===== src/rtl/ea_pkg.sv =====
package ea_pkg;

   typedef enum logic [2:0] {
      EAM_IMMED     = 3'd0,
      EAM_DIRECT    = 3'd1,
      EAM_REGISTER  = 3'd2,
      EAM_REG_IND   = 3'd3,
      EAM_BASE_DISP = 3'd4,
      EAM_BASE_IDX  = 3'd5,
      EAM_FULL      = 3'd6,
      EAM_IDX_DISP  = 3'd7
   } ea_mode_e;

   // Which terms a mode feeds into the adder, plus the two flags.
   typedef struct packed {
      logic use_base;
      logic use_index;
      logic use_disp;
      logic use_abs;
      logic op_reg;
      logic illegal;
   } ea_ctl_t;

endpackage


===== src/rtl/ea_mode_decode.sv =====
module ea_mode_decode import ea_pkg::*; #(
   parameter int NREG   = 8,
   parameter int SP_REG = 4,
   localparam int REG_W = $clog2(NREG)
) (
   input  logic [2:0]       mode,
   input  logic [REG_W-1:0] index_num,
   input  logic             disp_long,
   output ea_ctl_t          ctl
);

   logic idx_is_sp;
   assign idx_is_sp = (index_num == REG_W'(SP_REG));

   always_comb begin
      ctl = '0;
      unique case (ea_mode_e'(mode))
         EAM_IMMED:     ctl = '0;
         EAM_DIRECT:    ctl.use_abs = 1'b1;
         EAM_REGISTER:  ctl.op_reg  = 1'b1;
         EAM_REG_IND:   ctl.use_base = 1'b1;
         EAM_BASE_DISP: begin
            ctl.use_base = 1'b1;
            ctl.use_disp = 1'b1;
         end
         EAM_BASE_IDX: begin
            ctl.use_base  = 1'b1;
            ctl.use_index = 1'b1;
            ctl.illegal   = idx_is_sp;
         end
         EAM_FULL: begin
            ctl.use_base  = 1'b1;
            ctl.use_index = 1'b1;
            ctl.use_disp  = 1'b1;
            ctl.illegal   = idx_is_sp;
         end
         EAM_IDX_DISP: begin
            ctl.use_index = 1'b1;
            ctl.use_disp  = 1'b1;
            ctl.illegal   = idx_is_sp | ~disp_long;
         end
         default:       ctl = '0;
      endcase
   end

endmodule


===== src/rtl/ea_disp_extend.sv =====
module ea_disp_extend #(
   parameter int ADDR_W  = 32,
   parameter int SHORT_W = 8
) (
   input  logic [ADDR_W-1:0] raw,
   input  logic              long_form,
   output logic [ADDR_W-1:0] value
);

   logic [ADDR_W-1:0] short_ext;

   generate
      if (SHORT_W >= ADDR_W) begin : g_no_ext
         assign short_ext = raw;
      end else begin : g_ext
         assign short_ext = {{(ADDR_W-SHORT_W){raw[SHORT_W-1]}}, raw[SHORT_W-1:0]};
      end
   endgenerate

   assign value = long_form ? raw : short_ext;

endmodule


===== src/rtl/ea_index_scaler.sv =====
module ea_index_scaler #(
   parameter int ADDR_W  = 32,
   parameter int SCALE_W = 2,
   parameter bit USE_MUX = 1'b0
) (
   input  logic [ADDR_W-1:0]  index_val,
   input  logic [SCALE_W-1:0] scale,
   output logic [ADDR_W-1:0]  scaled
);

   localparam int NSCALE = 1 << SCALE_W;

   generate
      if (USE_MUX) begin : g_mux
         // One pre-shifted copy per scale code, then a select.
         logic [ADDR_W-1:0] shifted [NSCALE];
         for (genvar s = 0; s < NSCALE; s++) begin : g_tap
            assign shifted[s] = index_val << s;
         end
         assign scaled = shifted[scale];
      end else begin : g_shift
         assign scaled = index_val << scale;
      end
   endgenerate

endmodule


===== src/rtl/ea_sum3.sv =====
module ea_sum3 #(
   parameter int ADDR_W  = 32,
   parameter bit USE_CSA = 1'b1
) (
   input  logic [ADDR_W-1:0] a,
   input  logic [ADDR_W-1:0] b,
   input  logic [ADDR_W-1:0] c,
   output logic [ADDR_W-1:0] sum
);

   generate
      if (USE_CSA) begin : g_csa
         logic [ADDR_W-1:0] partial;
         logic [ADDR_W-1:0] carries;
         assign partial = a ^ b ^ c;
         assign carries = ((a & b) | (a & c) | (b & c)) << 1;
         assign sum     = partial + carries;
      end else begin : g_chain
         assign sum = a + b + c;
      end
   endgenerate

endmodule


===== src/rtl/scaled_ea_unit.sv =====
module scaled_ea_unit import ea_pkg::*; #(
   parameter int ADDR_W       = 32,
   parameter int NREG         = 8,
   parameter int SHORT_DISP_W = 8,
   parameter int SCALE_W      = 2,
   parameter int SP_REG       = 4,
   parameter bit SCALE_MUX    = 1'b0,
   parameter bit ADD_CSA      = 1'b1,
   localparam int REG_W       = $clog2(NREG)
) (
   input  logic               clk,
   input  logic               rst_n,
   input  logic [2:0]         mode_i,
   input  logic [REG_W-1:0]   base_num_i,
   input  logic [REG_W-1:0]   index_num_i,
   input  logic [SCALE_W-1:0] scale_i,
   input  logic [ADDR_W-1:0]  disp_i,
   input  logic               disp_long_i,
   input  logic [ADDR_W-1:0]  abs_loc_i,
   output logic [REG_W-1:0]   base_sel_o,
   output logic [REG_W-1:0]   index_sel_o,
   input  logic [ADDR_W-1:0]  base_val_i,
   input  logic [ADDR_W-1:0]  index_val_i,
   output logic [ADDR_W-1:0]  ea_o,
   output logic               op_is_reg_o,
   output logic               illegal_o
);

   // Elaboration-time parameter checks
   generate
      if (ADDR_W <= SHORT_DISP_W) begin : g_bad_width
         $error("ADDR_W must exceed SHORT_DISP_W");
      end
      if (NREG < 2 || (1 << REG_W) != NREG) begin : g_bad_nreg
         $error("NREG must be a power of two, at least 2");
      end
      if (SP_REG < 0 || SP_REG >= NREG) begin : g_bad_sp
         $error("SP_REG must name an existing register");
      end
      if (SCALE_W < 1 || SCALE_W > 3) begin : g_bad_scale
         $error("SCALE_W must be 1 to 3");
      end
   endgenerate

   // Register file read ports
   assign base_sel_o  = base_num_i;
   assign index_sel_o = index_num_i;

   ea_ctl_t           ctl;
   logic [ADDR_W-1:0] disp_ext;
   logic [ADDR_W-1:0] index_scaled;
   logic [ADDR_W-1:0] term_base;
   logic [ADDR_W-1:0] term_index;
   logic [ADDR_W-1:0] term_disp;
   logic [ADDR_W-1:0] term_sum;
   logic [ADDR_W-1:0] ea_next;

   ea_mode_decode #(
      .NREG   (NREG),
      .SP_REG (SP_REG)
   ) u_decode (
      .mode      (mode_i),
      .index_num (index_num_i),
      .disp_long (disp_long_i),
      .ctl       (ctl)
   );

   ea_disp_extend #(
      .ADDR_W  (ADDR_W),
      .SHORT_W (SHORT_DISP_W)
   ) u_disp (
      .raw       (disp_i),
      .long_form (disp_long_i),
      .value     (disp_ext)
   );

   ea_index_scaler #(
      .ADDR_W  (ADDR_W),
      .SCALE_W (SCALE_W),
      .USE_MUX (SCALE_MUX)
   ) u_scale (
      .index_val (index_val_i),
      .scale     (scale_i),
      .scaled    (index_scaled)
   );

   assign term_base  = ctl.use_base  ? base_val_i   : '0;
   assign term_index = ctl.use_index ? index_scaled : '0;
   assign term_disp  = ctl.use_disp  ? disp_ext     : '0;

   ea_sum3 #(
      .ADDR_W  (ADDR_W),
      .USE_CSA (ADD_CSA)
   ) u_sum (
      .a   (term_base),
      .b   (term_index),
      .c   (term_disp),
      .sum (term_sum)
   );

   always_comb begin
      if (ctl.illegal)      ea_next = '0;
      else if (ctl.use_abs) ea_next = abs_loc_i;
      else                  ea_next = term_sum;
   end

   always_ff @(posedge clk or negedge rst_n) begin
      if (!rst_n) begin
         ea_o        <= '0;
         op_is_reg_o <= 1'b0;
         illegal_o   <= 1'b0;
      end else begin
         ea_o        <= ea_next;
         op_is_reg_o <= ctl.op_reg;
         illegal_o   <= ctl.illegal;
      end
   end

endmodule


===== config.mk =====
export PLATFORM = sky130hd
export DESIGN_NAME = scaled_ea_unit
export DESIGN_NICKNAME = d
export VERILOG_FILES = /design/src/rtl/ea_pkg.sv /design/src/rtl/ea_mode_decode.sv /design/src/rtl/ea_disp_extend.sv /design/src/rtl/ea_index_scaler.sv /design/src/rtl/ea_sum3.sv /design/src/rtl/scaled_ea_unit.sv
export SDC_FILE = /design/constraint.sdc
export NUM_CORES = 1
export LEC_CHECK = 0
export CAP_MARGIN = 25
export CORE_MARGIN = 2
export CORE_UTILIZATION = 24
export DETAILED_ROUTE_END_ITERATION = 16
export PLACE_DENSITY_LB_ADDON = 0.25
export SKIP_LAST_GASP = 1
export SLEW_MARGIN = 0
export SYNTH_ARGS = -nofsm -noshare
export SYNTH_HDL_FRONTEND = slang
export SYNTH_SLANG_ARGS = --single-unit

===== constraint.sdc =====
create_clock -name clk -period 0.9 [get_ports clk]
set_input_delay 0.18 -clock clk [delete_from_list [all_inputs] [get_ports clk]]
set_output_delay 0.18 -clock clk [all_outputs]
set_load 0.02 [all_outputs]

Word level (Yosys, flattened, before mapping)
Cells that the tools add are included.

word-level totals
  register bits = 34
  output and inout port bits = 40
  bits of input ports = 142
  logic and storage cells = 38

cells by class
  reductions and logical operators = 4
  bitwise logic cells = 9
  add/subtract/negate cells = 1
  shifts and indexed selects = 1
  equal/unequal tests = 8
  muxes and demuxes = 12

operators with widths
  kind                                                  number
  two-way mux 32 bit                                    6
  bitwise AND 31 bit                                    3
  XOR 32 bit                                            2
  OR 31 bit                                             2
  adder 32 bit                                          1
  << shifter 32 x 2 -> 32 bit                           1
  equality test 3 bit (second input constant)           5
  equality test 3 x 2 -> 1 bit (second input constant)  2
  OR reduction 3 bit                                    2
  two-way mux 1 bit                                     5
  OR reduction 4 bit                                    1
  equality test 3 x 1 -> 1 bit (second input constant)  1
  one-hot mux 1 bit (2 select lines)                    1
  OR reduction 2 bit                                    1
  inverter 1 bit                                        1
  OR 1 bit                                              1

Longest topological paths before layout
Gate-level depths: netlist (run 1).

  word-level depth = 10
  mapped depth = 17
  gate-level depth less buffers = 16

Hierarchy
A second synthesis (run 1) with hierarchy kept.

second synthesis, totals
  cells, all modules = 671
  area total of the unflattened synthesis = 5914.4 um^2

modules (own cells, without submodules)
  module           area each (um^2)  times used  cells an instance  sequential area each (um^2)
  ea_sum3          2607.5            1           336                0.0
  scaled_ea_unit   2053.2            1           216                850.8
  ea_index_scaler  720.7             1           72                 0.0
  ea_disp_extend   466.7             1           37                 0.0
  ea_mode_decode   66.3              1           10                 0.0

Worst setup path after synthesis (run 1)
No wires, ideal clock.

  path type = in2reg
  start = input scale_i[0]
  end = register ea_o[27]
  data required time = 0.779 ns
  path buffers = 3
  slack = -3.358 ns
  arrival = 4.137 ns
  stages on the path = 17
  setup time = 0.121 ns
  cells stage by stage = clkbuf_1 > clkbuf_1 > buf_2 > or4b_2 > fa_1 > inv_1 > ha_1 > inv_1 > fa_1 > nand2b_1 > a2111oi_2 > nor2_1 > o31ai_2 > a221oi_2 > o21ai_1 > xor2_1 > a22o_1

on the way
  word-level cells in the longest chain between the ends = 8
  elaborated cells between the ends (all ways) = 11
  classes of those cells = add/sub: 1; shift: 1; mux: 3; bitwise: 6

RTL lines
  element                        RTL line               source
  from (decl)                    scaled_ea_unit.sv:16   input logic [SCALE_W-1:0] scale_i,
  << shifter 32 x 2 -> 32 bit *  ea_index_scaler.sv:22  assign scaled = index_val << scale;
  two-way mux 32 bit *           scaled_ea_unit.sv:88   assign term_index = ctl.use_index ? index_scaled : '0;
  bitwise AND 31 bit             ea_sum3.sv:16          assign carries = ((a & b) | (a & c) | (b & c)) << 1;
  OR 31 bit (2 in series)        ea_sum3.sv:16
  adder 32 bit *                 ea_sum3.sv:17          assign sum = partial + carries;
  two-way mux 32 bit *           scaled_ea_unit.sv:103  else if (ctl.use_abs) ea_next = abs_loc_i;
  two-way mux 32 bit *           scaled_ea_unit.sv:102  if (ctl.illegal) ea_next = '0;
  named net ea_next[27]          scaled_ea_unit.sv:56   logic [ADDR_W-1:0] ea_next;
  to (signal assigned)           scaled_ea_unit.sv:113  ea_o <= ea_next;
  to (decl)                      scaled_ea_unit.sv:24   output logic [ADDR_W-1:0] ea_o,

The timed path passes the listed nets; every way through them passes the cells marked *.

Worst setup path in the final report (run 1)
  start = input scale_i[0]
  end = register ea_o[22]

The elaborated chain is that of the path after synthesis.

==> impl_metrics.toml, run 1 <==
[critical_path]
crit_type = "primary input to flop"
worstPathArrival_ps = 3580
cpLargestDelayFamily = "compound AO/OA/AOI/OAI gates"
path_max_fanout = 7
required_ps = 1060
worst-path-buf-inv = 7
critPathMaxStageDelay_ps = 470
worstPathCellList = "buf_8 > buf_12 > buf_4 > mux2_4 > o211ai_1 > fa_1 > inv_2 > ha_4 > buf_6 > o21ai_4 > nor4_4 > a211o_1 > buf_6 > o21a_4 > o31ai_4 > buf_4 > xnor2_1 > a22o_1"
cp-end-kind = "flop"
cpMaxStageDelayCell = "fa_1"
cp-startpoint = "scale_i[0]"
critPathLaunchType = "primary input"

[global_route]
first_global_vias = 5659
grt-busiest-layer = "met2"
grt_pass1_wl_um = 29900
use_met3 = 0.0152
grt_antenna_before_repair = 0
grt_use_met1 = 0.245
gr-usage-all-layers = 0.166
gr-total-overflow = 0
grt_max_degree = 35
grtUsageMet2 = 0.265

[synth]
syn_area_per_cell_um2 = 8.41
synth_top_area_cell = "dfrtp_1"
async_reset_ff_frac = 1.00
syn_inst = 613
ys_types = 61
syn-num-nets = 817
seq_area_frac_synth = 0.165
synth_area_leaders = "dfrtp_1 17%, fa_1 12%, mux4_2 10%"
netlist.area_leader.share = 0.165
yosys_register_bits = 34
ys_warn_count = 0
synth-edff-count = 0
synthFlopType = "dfrtp_1"
syn_area_mm2 = 0.00516

[sta]
fmax_ghz = 0.293
worst_slew_pin_slew_ps = 447
relSlewSlack = 0.700
final_max_slew_viol_count = 0
fin_crit_ps = 3410
setup_slack_ps = -2510
rsz0062_at_grt = "yes"
setup_tns_ps = -69200
hold_violations = 0
setup_violations = 67
timing.final.crit_share = 3.79

[floorplan]
dieHeight_um = 151
core_area_mm2 = 0.0210
ios = 182
initial_core_util = 0.245
fp.dieArea_mm2 = 0.0227
rows = 53
fp.dieW_um = 151

[pwr]
peakVddDrop_v = 0.000609
leakage_nw = 4.22
clkPwrFrac = 0.137
p_comb_frac = 0.687
intPower_mw = 7.55
p_sw_frac = 0.387
p_seq_frac = 0.176
power.density_mw_per_mm2 = 1290
netSwitchingPower_mw = 4.76

[clock_network]
cts_root_buffer = "clkbuf_16"
cts_max_level = 2
numCtsBuffers = 5
clkTransAtPathRegs_ps = 50
cts_tree = "done"
clk_path_buf_depth = 2
cts.sinks = 34

[placed_design]
port_buffers = 175
place_hpwl_um = 15900
place_congestion = 0.826
place_ws_ps = -3250

[final_layout]
n_antenna_cell = 0
drive_gt1_frac = 0.414
register_area_um2 = 851
final_nets = 1134
area_growth_syn_to_layout_pct = 85.0
multiInputGateArea_mm2 = 0.00477
fin_util = 0.454
filler_cell_count = 2069

[job]
drv_cap = 0

[route]
via_per_inst = 4.57
vias = 5516
detail-route-antenna-nets = 0
wirelength_um = 19200
wire_per_inst_um = 15.9
drt_iter0_markers = 170
first_pass_iters = 4
drc = 0

[status]
status = "finished, violations left"
violations = "setup timing"

[worst_hold_path]
hp-class = "primary input to primary output"
hp-start = "base_num_i[2]"
[stage by stage]
stage	cells	hold WS [ps]	total power, mW	cell area, um2
4_1_cts	1195	360	11.9	9150
6_report	1206	360	12.3	9540
5_1_grt	1206	360	13.2	9540
3_3_place_gp	1166	155	9.28	8290
2_1_floorplan	613	-116	5.80	5300
3_5_place_dp	1166	156	9.31	8290
[cell usage after synthesis, types with 2 or more instances]
master	n
a211o_1	2
a211oi_1	13
a211oi_2	2
a21o_1	10
a21oi_1	66
a22o_1	9
a31oi_1	3
and2_1	25
and3_1	3
buf_1	4
buf_2	4
buf_4	6
clkbuf_1	34
dfrtp_1	34
fa_1	32
ha_1	30
inv_1	26
mux2_2	2
mux2i_1	5
mux4_2	23
nand2_1	99
nand2b_1	4
nand3_1	6
nand4_1	10
nor2_1	34
nor2b_1	24
nor3_1	8
nor3_2	2
nor4_1	2
o211ai_1	5
o21a_1	4
o21ai_0	11
o21ai_1	11
o21bai_1	4
o31ai_2	2
or3_1	4
or4_1	2
xnor2_1	15
xor2_1	11
[area by class of cell]
cell class	count	share of cell area
sequential	34	0.0892
clock buffer	7	0.0150
multi-input combinational	505	0.501
inverter	26	0.0102
timing repair buffer	358	0.348
tap	275	0.0361
clock inverter	1	0.000525
[layer usage]
layer  vias up  part of all wire  routed length, um
li1       2793                 -                  -
met1      2561              0.49               9490
met2       151              0.45               8670
met3        11             0.045                862
met4         0             0.010                194
met5         -                 0                  0
[cell usage in the layout (no fill, tap or decap), drive strengths merged, types with 15 or more instances in the layout]
| cell | Yosys | routed |
|---|---|---|
| buf | 14 | 221 |
| a211oi | 15 | 15 |
| a21oi | 67 | 67 |
| o21ai | 22 | 22 |
| nor2 | 34 | 34 |
| and2 | 25 | 25 |
| fa | 32 | 32 |
| inv | 26 | 26 |
| nor2b | 24 | 24 |
| nand2 | 99 | 99 |
| xnor2 | 15 | 15 |
| ha | 30 | 30 |
| mux4 | 23 | 23 |
| dfrtp | 34 | 34 |
| clkdlybuf4s50 | 0 | 111 |
[state kept, by name, summed over array words and instances (netlist names)]
signal and count:
illegal_o 1, ea_o 32, op_is_reg_o 1
[timing repair]
action | 4_1_cts | 5_1_grt
hold buffers | 1 | 0
endpoints found under the hold margin | 34 | 0
setup endpoints to repair | 71 | 68
pin swaps | 63 | 42
cloned | 2 | 1
resized for setup | 351 | 76
buffers inserted | 18 | 10
[worst paths after layout]
kind / to / slack, ps / depth (start not counted)
worst max-delay path: ea_o[22]$_DFF_PN0_ / -2510 / 18
worst min-delay path: base_sel_o[2] / 360 / 0
min in group asynchronous: ea_o[4]$_DFF_PN0_ / 390 / 3
max in group asynchronous: ea_o[31]$_DFF_PN0_ / 320 / 3
[power groups by stage]
stage	combinational (mW)	sequential, mW	clock, mW
floorplan	3.13	2.68	0
global placement	7.18	2.10	0
detailed placement	7.21	2.10	0
CTS	7.99	2.17	1.74
global route	9.16	2.20	1.83
finish	8.46	2.16	1.69
[cells by family (layout without fill, tap and decap cells)]
kind of cell             after synthesis  in the layout  synth area share
multiplexers                          31             31             0.117
AO/OA/AOI/OAI                        156            156             0.200
flip-flops                            34             34             0.165
adder cells (fa/ha/maj)               62             62             0.197
XOR/XNOR                              26             26            0.0442
buffers and inverters                 74            392            0.0592
AND/OR/NAND/NOR                      230            230             0.217
(Power assumes the default switching activity.)
==> run 2, diff against run 1 <==
--- a/config.mk
+++ b/config.mk
@@ -10,6 +10,7 @@
 export CORE_UTILIZATION = 24
 export DETAILED_ROUTE_END_ITERATION = 16
 export PLACE_DENSITY_LB_ADDON = 0.25
+export SKIP_CTS_REPAIR_TIMING = 1
 export SKIP_LAST_GASP = 1
 export SLEW_MARGIN = 0
 export SYNTH_ARGS = -nofsm -noshare
==> impl_metrics.toml, run 2 (synthesized netlist as in run 1, its figures left out) <==
[global_route]
grt_antenna_before_repair = 0
first_global_vias = 5377
grt_pass1_wl_um = 28400
grt_max_degree = 35
gr-usage-all-layers = 0.158
gr-total-overflow = 0

[clock_network]
cts.sinks = 34
cts_tree = "done"
clkTransAtPathRegs_ps = 50
numCtsBuffers = 5
cts_max_level = 2
cts_root_buffer = "clkbuf_16"
clk_path_buf_depth = 2

[sta]
timing.final.crit_share = 3.83
setup_slack_ps = -2550
worst_slew_pin_slew_ps = 494
relSlewSlack = 0.669
hold_violations = 0
fin_crit_ps = 3450
rsz0062_at_grt = "yes"
fmax_ghz = 0.290
holdWs_ps = 360
setup_violations = 67
final_max_slew_viol_count = 0

[route]
wire_per_inst_um = 15.9
drc = 0
detail-route-antenna-nets = 0
drt_iter0_markers = 172
via_per_inst = 4.59
first_pass_iters = 4
wirelength_um = 19000
vias = 5470

[floorplan]
initial_core_util = 0.245
core_area_mm2 = 0.0210
dieHeight_um = 151
rows = 53
ios = 182
fp.dieW_um = 151
fp.dieArea_mm2 = 0.0227

[placed_design]
place_inst = 1166
place_area_mm2 = 0.00829
place_congestion = 0.826
place_hpwl_um = 15900
port_buffers = 175
place_ws_ps = -3250

[final_layout]
largest_reg_flops = 32
area_growth_syn_to_layout_pct = 81.6
fin_cells = 1193
final_nets = 1121
top_regs = "ea_o x32, illegal_o x1, op_is_reg_o x1"
most-common-layout-cells = "150 x buf_4, 111 x clkdlybuf4s50_1, 96 x nand2_1, 51 x a21oi_1, 45 x buf_6"
drive_gt1_frac = 0.380
filler_cell_count = 2090
final_area_mm2 = 0.00936
n_antenna_cell = 0
layout_commonest_cell = "buf_4"
top_register = "ea_o"

[critical_path]
worstPathCellList = "buf_12 > buf_12 > mux2i_2 > or3_1 > fa_1 > inv_2 > ha_4 > buf_6 > a211oi_4 > nor4_2 > a211o_1 > buf_6 > o41ai_4 > nor3_2 > nor3_4 > xnor2_1 > a22o_1"
worstPathArrival_ps = 3620
cpMaxStageDelayCell = "fa_1"
critPathMaxStageDelay_ps = 500
cp-end-kind = "flop"
required_ps = 1070
critPathLaunchType = "primary input"
path_max_fanout = 6
crit_type = "primary input to flop"

[pwr]
power.density_mw_per_mm2 = 1280
leakage_nw = 4.28
peakVddDrop_v = 0.000656

[worst_hold_path]
hold_path_depth = 0
hp-start = "base_num_i[2]"
whs_endpoint = "base_sel_o[2]"
hp-class = "primary input to primary output"

[status]
violations = "setup timing"
status = "finished, violations left"

[job]
drv_cap = 0
## run 2: changes by cell type in the layout (fill, tap and decap cells not counted), moves of 4 or more
cell and delta:
dlymetal6s2s_1 +19, dlygate4sd2_1 -11, buf_4 -10, a21oi_1 +7, a21oi_2 -6, buf_6 -4
inv_1 +4, inv_2 -4
## run 2: per-stage QoR
| stage | TNS, ps | utilization | total power [mW] |
|---|---|---|---|
| final | -69450 | 0.445 | 12.0 |
| after global routing | -74930 | 0.445 | 12.9 |
| after CTS | -99930 | 0.401 | 11.1 |
| after detailed placement | -99310 | 0.394 | 9.31 |
| after global placement | -97890 | 0.394 | 9.28 |
| after floorplan | -70600 | - | 5.80 |
## run 2: power breakdown
| part | total (mW) | internal [mW] | switching, mW |
|---|---|---|---|
| logic | 8.13 | 4.31 | 3.83 |
| registers | 2.16 | 1.96 | 0.198 |
| clock network | 1.69 | 1.09 | 0.592 |
| total | 12.0 | 7.37 | 4.62 |
## run 2: cell type report
type / instances / area [um2] / share of cell area
multi-input combinational: 505 / 4640 / 0.495
sequential: 34 / 851 / 0.0909
inverter: 26 / 97.6 / 0.0104
clock inverter: 1 / 5.00 / 0.000535
tap: 275 / 344 / 0.0368
timing repair buffer: 345 / 3280 / 0.351
clock buffer: 7 / 143 / 0.0152
## run 2: per-layer routing
layer,GRT usage,vias to the layer above,routed length [um]
met4,0.0308,0,194
met2,0.242,151,8690
met5,0,-,0
li1,-,2771,-
met3,0.0142,11,801
met1,0.241,2537,9330
## run 2: how the worst max path moves through the flow
stage,start,endpoint,slack [ps]
after global routing,scale_i[0],ea_o[24]$_DFF_PN0_,-2700
final,scale_i[0],ea_o[24]$_DFF_PN0_,-2550
after CTS,mode_i[1],ea_o[23]$_DFF_PN0_,-2990
after global placement,mode_i[1],ea_o[23]$_DFF_PN0_,-3190
after detailed placement,mode_i[1],ea_o[23]$_DFF_PN0_,-3250
after floorplan,scale_i[0],ea_o[27]$_DFF_PN0_,-2660
## run 2: critical path, delay by kind of cell
family	cells	cell delay, ps
buffers and inverters	5	540
AND/OR/NAND/NOR	4	810
XOR/XNOR	1	100
adder cells (fa/ha/maj)	2	660
AO/OA/AOI/OAI	4	1140
multiplexers	1	150
==> run 3, diff against run 2 <==
--- a/config.mk
+++ b/config.mk
@@ -9,6 +9,7 @@
 export CORE_MARGIN = 2
 export CORE_UTILIZATION = 24
 export DETAILED_ROUTE_END_ITERATION = 16
+export DONT_BUFFER_PORTS = 1
 export PLACE_DENSITY_LB_ADDON = 0.25
 export SKIP_CTS_REPAIR_TIMING = 1
 export SKIP_LAST_GASP = 1
==> impl_metrics.toml, run 3 (synthesized netlist as in run 1, its figures left out) <==
[status]
status = "finished, violations left"
violations = "hold timing, setup timing"

[global_route]
use_met3 = 0.0276
first_global_vias = 4847
grt_antenna_before_repair = 1
gr-total-overflow = 0
grt_max_degree = 40
grt-busiest-layer = "met2"
gr-usage-all-layers = 0.155
grtUsageMet2 = 0.232
grt_use_met1 = 0.231
grt_pass1_wl_um = 27300

[placed_design]
place_hpwl_um = 15900
place_congestion = 0.879
place_ws_ps = -2730
port_buffers = 0

[route]
vias = 4772
wire_per_inst_um = 19.0
detail-route-antenna-nets = 0
wirelength_um = 18800
via_per_inst = 4.82
first_pass_iters = 4
drc = 0
drt_iter0_markers = 168

[clock_network]
clk_path_buf_depth = 2
cts_tree = "done"
cts_max_level = 2
cts_root_buffer = "clkbuf_16"
clkTransAtPathRegs_ps = 60
cts.sinks = 34
numCtsBuffers = 5

[sta]
hold_violations = 34
rsz0062_at_grt = "yes"
setup_slack_ps = -2320
holdWs_ps = -407
worst_slew_pin_slew_ps = 832
final_max_slew_viol_count = 0
fmax_ghz = 0.311
setup_violations = 49
fin_crit_ps = 3220
timing.final.crit_share = 3.58
relSlewSlack = 0.443

[pwr]
leakage_nw = 3.10
power.density_mw_per_mm2 = 1450
peakVddDrop_v = 0.000608

[worst_hold_path]
hp-class = "primary input to async pin"

[floorplan]
ios = 182
dieHeight_um = 151
initial_core_util = 0.245
core_area_mm2 = 0.0210
fp.dieW_um = 151
fp.dieArea_mm2 = 0.0227
rows = 53

[critical_path]
critPathLaunchType = "primary input"
worstPathArrival_ps = 3390
crit_type = "primary input to flop"
required_ps = 1070
cp-end-kind = "flop"
cp-startpoint = "scale_i[0]"
path_max_fanout = 35

[final_layout]
filler_cell_count = 2154
fin_util = 0.347
top_regs = "ea_o x32, illegal_o x1, op_is_reg_o x1"
area_growth_syn_to_layout_pct = 41.3
layout_commonest_cell = "buf_4"
top_register = "ea_o"
drive_gt1_frac = 0.434
largest_reg_flops = 32
final_nets = 917
most-common-layout-cells = "121 x buf_4, 92 x nand2_1, 50 x a21oi_1, 32 x dfrtp_2"

[job]
drv_cap = 0
[run 3: changes by cell type in the layout (fill, tap and decap cells not counted), moves of 4 or more]
cell / delta
a211oi_1: +4
a211oi_2: -4
buf_12: -5
buf_4: -29
buf_6: -28
clkdlybuf4s50_1: -111
dfrtp_1: -32
dfrtp_2: +32
dlymetal6s2s_1: -23
nand2_1: -4
o21ai_1: -5
[run 3: through the flow]
| step | power [mW] | cell area (um2) | TNS (ps) | hold WS [ps] | std cells |
|---|---|---|---|---|---|
| 6_report | 10.5 | 7280 | -59530 | -407 | 990 |
| 5_1_grt | 11.3 | 7280 | -63800 | -421 | 990 |
| 4_1_cts | 9.56 | 6490 | -63680 | -416 | 978 |
| 3_5_place_dp | 7.80 | 6340 | -72670 | -115 | 970 |
| 3_3_place_gp | 7.77 | 6340 | -72140 | -114 | 970 |
| 2_1_floorplan | 5.80 | 5300 | -70600 | -116 | 613 |
[run 3: worst max-delay path, stage by stage]
cell	delay, ps
mux4_2	480
nor2b_4	140
fa_2	570
ha_4	220
buf_6	120
a21oi_2	100
nor2b_1	50
a211o_1	310
buf_6	140
o41ai_4	400
nor3_2	110
nor3_4	250
xnor2_1	110
a22o_1	190
[run 3: area by class of cell]
class	instances	area [um2]	area share
Antenna cell	1	2.50	0.000344
Clock buffer	7	143	0.0196
Clock inverter	1	5.00	0.000687
Inverter	26	97.6	0.0134
Multi-Input combinational cell	505	4660	0.639
Sequential cell	34	891	0.122
Tap cell	275	344	0.0472
Timing Repair Buffer	141	1140	0.157
[run 3: routing by layer]
layer,vias to the layer above,part of all wire,wire (um)
met5,-,0,0
met4,0,0.014,254
met3,16,0.066,1250
met2,147,0.44,8220
met1,2252,0.48,9060
li1,2357,-,-
[run 3: report_power, final]
group          switching [mW]  internal [mW]  leakage [nW]
sequential              0.754           2.05         0.381
clock                   0.623           1.10        0.0739
combinational            2.97           3.05          2.65
total                    4.34           6.20          3.10
[run 3: final timing paths]
path	endpoint	slack, ps	cells past startpoint
max	ea_o[24]$_DFF_PN0_	-2320	14
min	illegal_o$_DFF_PN0_	-410	0
max in group asynchronous	ea_o[20]$_DFF_PN0_	1210	0
min in group clk	ea_o[21]$_DFF_PN0_	30	2
